$ cat src/rtl/drc_pkg.sv
package drc_pkg;
   typedef enum logic [1:0] {
      POL_NONE = 2'b00,
      POL_RISE = 2'b01,
      POL_FALL = 2'b10,
      POL_BOTH = 2'b11
   } sync_pol_e;
endpackage

$ cat src/rtl/drc_line_pick.sv
module drc_line_pick #(
   parameter int NUM         = 128,
   parameter int ID_W        = 7,
   parameter bit ZERO_IS_OFF = 1'b1
) (
   input  logic [NUM-1:0]  lines,
   input  logic [ID_W-1:0] id,
   output logic            picked
);
   localparam logic [ID_W:0] LIMIT = NUM[ID_W:0];

   logic in_range;

   generate
      if (NUM == (1 << ID_W)) begin : g_full
         assign in_range = 1'b1;
      end else begin : g_partial
         assign in_range = ({1'b0, id} < LIMIT);
      end

      if (ZERO_IS_OFF) begin : g_zero_off
         assign picked = (id != '0) && in_range && lines[id];
      end else begin : g_zero_on
         assign picked = in_range && lines[id];
      end
   endgenerate

   generate
      if (NUM < 2 || NUM > (1 << ID_W)) begin : g_bad_cfg
         $error("drc_line_pick: NUM does not fit ID_W");
      end
   endgenerate
endmodule

$ cat src/rtl/drc_edge_sense.sv
module drc_edge_sense
   import drc_pkg::*;
(
   input  logic      clk,
   input  logic      rst_n,
   input  logic      sig,
   input  sync_pol_e pol,
   output logic      evt
);
   logic sig_q;
   logic rise, fall;

   always_ff @(posedge clk or negedge rst_n) begin
      if (!rst_n) sig_q <= 1'b0;
      else        sig_q <= sig;
   end

   assign rise = sig & ~sig_q;
   assign fall = ~sig & sig_q;
   assign evt  = (pol[0] & rise) | (pol[1] & fall);

   // an accepted event always coincides with a level change
   assert_edge_is_change_R3: assert property (@(posedge clk) disable iff (!rst_n)
      evt |=> (sig_q != $past(sig_q)));
endmodule

$ cat src/rtl/drc_req_counter.sv
module drc_req_counter #(
   parameter int CNT_W = 5
) (
   input  logic             clk,
   input  logic             rst_n,
   input  logic             hold,
   input  logic             served,
   input  logic [CNT_W-1:0] reload_val,
   input  logic             ev_en,
   output logic             underrun,
   output logic             event_pulse
);
   logic [CNT_W-1:0] cnt_q;
   logic             ev_q;

   assign underrun = served & ~hold & (cnt_q == '0);

   always_ff @(posedge clk or negedge rst_n) begin
      if (!rst_n) begin
         cnt_q <= '0;
         ev_q  <= 1'b0;
      end else begin
         ev_q <= ev_en & underrun;
         if (hold)              cnt_q <= reload_val;
         else if (underrun)     cnt_q <= reload_val;
         else if (served)       cnt_q <= cnt_q - 1'b1;
      end
   end

   assign event_pulse = ev_q;

   // the event lasts one cycle (serves are at least two cycles apart)
   assert_event_one_cycle_R7: assert property (@(posedge clk) disable iff (!rst_n)
      event_pulse |=> !event_pulse);

   generate
      if (CNT_W < 1 || CNT_W > 16) begin : g_bad_cnt
         $error("drc_req_counter: CNT_W out of range");
      end
   endgenerate
endmodule

$ cat src/rtl/dma_route_channel.sv
module dma_route_channel
   import drc_pkg::*;
#(
   parameter int NUM_REQ   = 128,
   parameter int NUM_SYNC  = 32,
   parameter int CNT_W     = 5,
   parameter int REQ_ID_W  = $clog2(NUM_REQ),
   parameter int SYNC_ID_W = $clog2(NUM_SYNC)
) (
   input  logic                 clk,
   input  logic                 rst_n,
   input  logic [NUM_REQ-1:0]   req_in,
   input  logic [NUM_SYNC-1:0]  sync_in,
   input  logic [REQ_ID_W-1:0]  cfg_req_id,
   input  logic [SYNC_ID_W-1:0] cfg_sync_id,
   input  logic [CNT_W-1:0]     cfg_count,
   input  logic [1:0]           cfg_sync_pol,
   input  logic                 cfg_sync_en,
   input  logic                 cfg_event_en,
   input  logic                 cfg_ovr_ie,
   input  logic                 ovr_clear,
   output logic                 req_out,
   output logic                 event_pulse,
   output logic                 ovr_flag,
   output logic                 ovr_irq
);
   logic sel_req, sel_sync, sync_evt;
   logic gate_q, out_q, ovr_q;
   logic served, underrun, ovr_set;

   drc_line_pick #(.NUM(NUM_REQ), .ID_W(REQ_ID_W), .ZERO_IS_OFF(1'b1)) req_pick_i (
      .lines(req_in), .id(cfg_req_id), .picked(sel_req));

   drc_line_pick #(.NUM(NUM_SYNC), .ID_W(SYNC_ID_W), .ZERO_IS_OFF(1'b0)) sync_pick_i (
      .lines(sync_in), .id(cfg_sync_id), .picked(sel_sync));

   drc_edge_sense edge_i (
      .clk(clk), .rst_n(rst_n), .sig(sel_sync),
      .pol(sync_pol_e'(cfg_sync_pol)), .evt(sync_evt));

   assign req_out = sel_req & (~cfg_sync_en | gate_q);
   assign served  = out_q & ~sel_req;
   assign ovr_set = cfg_sync_en & gate_q & sync_evt;

   drc_req_counter #(.CNT_W(CNT_W)) cnt_i (
      .clk(clk), .rst_n(rst_n),
      .hold(~cfg_sync_en & ~cfg_event_en),
      .served(served), .reload_val(cfg_count), .ev_en(cfg_event_en),
      .underrun(underrun), .event_pulse(event_pulse));

   always_ff @(posedge clk or negedge rst_n) begin
      if (!rst_n) begin
         gate_q <= 1'b0;
         out_q  <= 1'b0;
         ovr_q  <= 1'b0;
      end else begin
         out_q <= req_out;
         if (!cfg_sync_en)  gate_q <= 1'b0;
         else if (gate_q)   gate_q <= ~underrun;
         else               gate_q <= sync_evt & sel_req;
         ovr_q <= ovr_set | (ovr_q & ~ovr_clear);
      end
   end

   assign ovr_flag = ovr_q;
   assign ovr_irq  = ovr_q & cfg_ovr_ie;

   assert_no_line_when_zero_R1: assert property (@(posedge clk) disable iff (!rst_n)
      (cfg_req_id == '0) |-> !req_out);

   assert_flag_sticky_R8: assert property (@(posedge clk) disable iff (!rst_n)
      (ovr_flag && !ovr_clear) |=> ovr_flag);

   assert_set_beats_clear_R8: assert property (@(posedge clk) disable iff (!rst_n)
      ovr_set |=> ovr_flag);

   assert_closed_gate_blocks_R4: assert property (@(posedge clk) disable iff (!rst_n)
      (cfg_sync_en && $stable(cfg_sync_en) && !gate_q && !sync_evt) |=> (!req_out || !$stable(cfg_sync_en)));

   generate
      if (NUM_SYNC < 2 || NUM_SYNC > (1 << SYNC_ID_W)) begin : g_bad_sync
         $error("dma_route_channel: NUM_SYNC does not fit SYNC_ID_W");
      end
   endgenerate
endmodule

$ cat config.mk
export PLATFORM = sky130hd
export DESIGN_NAME = dma_route_channel
export DESIGN_NICKNAME = d
export VERILOG_FILES = /design/src/rtl/drc_pkg.sv /design/src/rtl/drc_line_pick.sv /design/src/rtl/drc_edge_sense.sv /design/src/rtl/drc_req_counter.sv /design/src/rtl/dma_route_channel.sv
export SDC_FILE = /design/constraint.sdc
export NUM_CORES = 1
export LEC_CHECK = 0
export ABC_AREA = 0
export BUFFER_PORTS_ARGS = -buffer_cell sky130_fd_sc_hd__buf_2
export CAP_MARGIN = 20
export CORE_ASPECT_RATIO = 0.5
export CORE_UTILIZATION = 41
export CTS_CLUSTER_SIZE = 28
export DETAILED_ROUTE_END_ITERATION = 16
export PLACE_DENSITY = 0.91
export SYNTH_ARGS = -nofsm -noshare
export SYNTH_HDL_FRONTEND = slang
export SYNTH_SLANG_ARGS = --single-unit
export TNS_END_PERCENT = 5
$ cat constraint.sdc
create_clock -name clk -period 3.75 [get_ports clk]
set_input_delay 0.5625 -clock clk [delete_from_list [all_inputs] [get_ports clk]]
set_output_delay 0.5625 -clock clk [all_outputs]
set_load 0.05 [all_outputs]
---- Yosys cells after proc, flatten, opt, wreduce, memory -nomap -nowiden ----
Cells that the tools add are included.
cells by class
  magnitude comparators ................... 2
  bitwise operators ....................... 26
  reductions and logical operators ........ 4
  add/sub/neg operators ................... 1
  multiplexer cells ....................... 9
operators by type and width
  cell                   number
  $and A1 B1 Y1          15
  $mux W5                3
  $lt A7 B8 Y1 const B   1
  $not A1 Y1             8
  $bmux W1 S7            1
  $reduce_bool A7 Y1     1
  $lt A5 B6 Y1 const B   1
  $bmux W1 S5            1
  $logic_not A5 Y1       1
  $sub A5 B1 Y5 const B  1
  $mux W1                4
  $or A1 B1 Y1           3
  $reduce_bool A3 Y1     1
  $logic_and A1 B1 Y1    1
word-level totals
  word-level logic and storage cells ...... 48
  output and inout bits ................... 4
  bits of input ports ..................... 185
  register bits ........................... 10

---- Depth between registers and ports, before layout ----
  word-level depth ........................ 10
  mapped depth ............................ 11
  mapped depth without buffers ............ 7

---- By module ----
A second synthesis with hierarchy kept.
second synthesis, totals
  cells, all modules ...................... 206
  area, all modules ....................... 2093.3 sq um
modules (own cells, without submodules)
  module                       sequential area each (sq um)  cells an instance  area an instance (sq um)  instances
  drc_line_pick (req_pick_i)   0.0                           110                1231.2                    1
  drc_req_counter              150.1                         37                 360.3                     1
  drc_line_pick (sync_pick_i)  0.0                           41                 325.3                     1
  dma_route_channel            75.1                          14                 131.4                     1
  drc_edge_sense               25.0                          4                  45.0                      1

---- Worst setup path after synthesis ----
OpenSTA, ideal clock, no wires.
  kind .................................... input port to output port
  start point ............................. input port cfg_req_id[0]
  end point ............................... output port req_out
  data required time ...................... 3.188 ns
  data arrival time ....................... 3.193 ns
  slack ................................... -0.005 ns
  buffers on the path ..................... 3
  stages on the path ...................... 10
  cells stage by stage .................... buf_6 > buf_4 > buf_4 > mux2_2 > o221ai_1 > o221ai_1 > nand3_1 > and3_1 > nor3_1 > a21boi_0
on the way
  longest elaborated chain between the ends .. 4
ends and longest elaborated chain
  element                        line                     text
  start, declared                dma_route_channel.sv:14  input logic [REQ_ID_W-1:0] cfg_req_id,
  $bmux W1 S7                    drc_line_pick.sv:22      assign picked = (id != '0) && in_range && lines[id];
  $mux W1 (not written as such)  drc_line_pick.sv:22
  $logic_and A1 B1 Y1 (*)        drc_line_pick.sv:22
  $and A1 B1 Y1 (*)              dma_route_channel.sv:41  assign req_out = sel_req & (~cfg_sync_en | gate_q);
  end, declared                  dma_route_channel.sv:22  output logic req_out,
Mark *: on every way between the ends. The rest lies on a longest branch, timed or not. The select of a mux whose other input is x is not followed.

---- Final worst setup path ----
Ends and elaborated chain as after synthesis.

==> flow_metrics.env <==
export IMPL_status="complete, no violations"
export IMPL_num_vias=2464
export IMPL_min_path_type="in -> async"
export IMPL_rsz0062_at_grt="false"
export IMPL_coreArea_um2=4620
export IMPL_clk_latency_ns=0.24
export IMPL_yosys_warnings=0
export IMPL_fin_tns_setup_ns=0
export IMPL_yosysTopAreaCell="mux4_2"
export IMPL_crit_path_end="req_out"
export IMPL_drc_errors=0
export IMPL_fmax_ghz=0.286
export IMPL_finalSetupViolCount=0
export IMPL_cts_buffers=3
export IMPL_synth_fp_nets=379
export IMPL_synth_edf_count=0
export IMPL_rr_worst_depth=7
export IMPL_yosysUniqueCellTypes=48
export IMPL_postCtsSetupBuffers=0
export IMPL_cts_root_buf="clkbuf_8"
export IMPL_antenna_found_initial=0
export IMPL_drtIter0Drc=104
export IMPL_fp_dieW_um=102
export IMPL_fin_skew_ns=0.00251
export IMPL_h_tree_depth=1
export IMPL_grt_usage_pct=26.4
export IMPL_hpwl_mm=5.99
export IMPL_wl_per_cell_um=16.0
export IMPL_end_kind="primary output"
export IMPL_crit_path_start="cfg_req_id[0]"
export IMPL_antenna_left=0
export IMPL_finalHoldViolations=0
export IMPL_cts_sinks=10
export IMPL_syn_area_um2=2070
export IMPL_synth_top_area_share_pct=27.2
export IMPL_wl_mm=6.96
export IMPL_drive_above_1_share_pct=62.2
export IMPL_synthTopCellsByCount="mux4_2 (25), mux2i_1 (12), nand2_1 (12)"
export IMPL_nNetsFinal=558
export IMPL_ys_seq_area_share_pct=12.1
export IMPL_reg2reg_to="cnt_i.cnt_q[3]$_DFFE_PN0P_"
export IMPL_first_pass_iters=4
export IMPL_syn_inst=193
export IMPL_r2r_slack_ns=1.60
export IMPL_initial_utilization_pct=44.8
export IMPL_ys_top_cells_by_area="mux4_2 (27%), mux4_1 (13%), dfrtp_1 (12%), mux2i_1 (5.8%), mux2_2 (2.7%)"
export IMPL_die_area_um2=5350
export IMPL_yosysMostFrequentCell="mux4_2"
export IMPL_grt_pass1_vias=2462
export IMPL_worstMarginPinSlew_ns=0.855
export IMPL_gp_congestion=0.898
export IMPL_maxCapViolations=0
export IMPL_slew_limit_headroom_pct=42.5
export IMPL_rows=17
export IMPL_crit_fanout=20
export IMPL_period_share_pct=93.2
export IMPL_postCtsResizedCells=0
export IMPL_cts_hold_buf=0
export IMPL_slew_viol_final=0
export IMPL_post_place_ws_ns=0.151
export IMPL_diodes=0
export IMPL_num_io_pins=189
export IMPL_peakVddDrop_mv=0.143
export IMPL_postSynthAreaPerCell_um2=10.7
export IMPL_critPathKind="in -> out"
export IMPL_ys_ff_latch=10
export IMPL_grt_max_degree=28
export IMPL_fin_ws_ns=0.254
export IMPL_arrival_ns=2.93
export IMPL_grt_first_pass_wirelength_mm=10.7
export IMPL_grt_ovfl_total=0
export IMPL_powerDensity_nw_per_um2=201
export IMPL_port_buffers=188
export IMPL_viasPerCell=5.65
export IMPL_path_clk_slew_ns=0.04
export IMPL_fin_crit_ns=3.50
export IMPL_tritoncts="done"
export IMPL_leakage_nw=1.50
export IMPL_cp_start_kind="input port"
export IMPL_area_growth_pct=47.4
export IMPL_die_h_um=52.2
export IMPL_r2r_start="cnt_i.cnt_q[0]$_DFFE_PN0P_"
export IMPL_async_flop_share_pct=100
export IMPL_required_ns=3.19
export IMPL_ctsLongestPathBuffers=2
export IMPL_ys_flop_type="dfrtp_1"
-- worst max-delay path: stages --
cell and delay [ns]:
clkbuf_4 0.31, buf_4 0.30, mux2i_1 0.10, a311oi_1 0.32, and3_1 0.24, nor3_1 0.05, and3_1 0.16, nor3_1 0.30
a21boi_1 0.27, buf_2 0.30
-- sequential cells by signal, summed over array words and instances, names as in the netlist --
signal             cells
cnt_i.cnt_q            5
cnt_i.event_pulse      1
edge_i.sig_q           1
gate_q                 1
out_q                  1
ovr_flag               1
-- final cells by class --
type                    count  area (um2)
fillers                   392        1570
clock buffers               3        41.3
flip-flops and latches     10         250
repair buffers            191         966
inverters                   8        30.0
multi-input cells         158        1680
well taps                  66        82.6
-- per-stage QoR --
step | util, % | total power (W) | cells | area [um2] | hold slack (ns)
floorplan | - | 0.000367 | 193 | 2070 | 0.267
global placement | 65.1 | 0.000484 | 433 | 3000 | 0.430
detailed placement | 65.1 | 0.000501 | 433 | 3000 | 0.431
CTS | 66.0 | 0.000614 | 436 | 3040 | 0.178
global route | 66.0 | 0.000654 | 436 | 3050 | 0.185
finish | 66.0 | 0.000613 | 436 | 3050 | 0.170
-- metal layers --
layer  up-vias  global-route usage (%)  wire length, um
met5         -                       0                0
li1       1170                       -                -
met1      1142                    28.5             2600
met4         0                    7.38               82
met2       144                    52.3             3610
met3         8                    6.27              662
-- power breakdown --
| part | total, W | leakage [nW] | internal [W] | switching (W) |
|---|---|---|---|---|
| Sequential | 0.000153 | 0.123 | 0.000132 | 0.0000206 |
| Clock | 0.000111 | 0.0216 | 0.0000701 | 0.0000406 |
| Combinational | 0.000349 | 1.35 | 0.000199 | 0.000151 |
| Total | 0.000613 | 1.50 | 0.000401 | 0.000212 |
-- placed cells by master (no fill, tap or decap), types with 2 or more instances in the layout --
cell	n
a21oi_1	3
a221oi_2	2
a22oi_1	4
a311o_1	2
a311oi_1	2
and2_1	3
and3_1	4
buf_2	187
buf_4	3
clkbuf_8	3
dfrtp_1	10
inv_1	8
mux2_2	5
mux2i_1	12
mux4_1	10
mux4_2	25
nand2_1	12
nand2b_1	7
nand3_1	4
nor2_1	10
nor2b_1	3
nor3_1	7
nor4_1	7
nor4b_1	2
o211ai_1	2
o21ai_0	5
o221ai_1	2
o22ai_1	4
or2_2	2
or3_1	3
or4_1	2
-- cells by family after synthesis --
logic type      synth area share (%)
flops                           12.1
buf+inv                         6.78
mux                             49.0
fa+ha+maj                      0.605
simple gates                    18.0
compound gates                  13.5
-- worst min path at each step --
| stage | startpoint | to | slack (ns) | depth (start not counted) |
|---|---|---|---|---|
| 4_1_cts | rst_n | cnt_i.event_pulse$_DFF_PN0_ | 0.18 | 1 |
| 5_1_grt | rst_n | cnt_i.event_pulse$_DFF_PN0_ | 0.19 | 1 |
| 3_5_place_dp | rst_n | cnt_i.event_pulse$_DFF_PN0_ | 0.43 | 1 |
| 6_report | rst_n | cnt_i.event_pulse$_DFF_PN0_ | 0.17 | 1 |
| 2_1_floorplan | rst_n | cnt_i.cnt_q[0]$_DFFE_PN0P_ | 0.27 | 0 |
| 3_3_place_gp | rst_n | cnt_i.event_pulse$_DFF_PN0_ | 0.43 | 1 |
No activity file was read; power rests on OpenSTA's default activity.
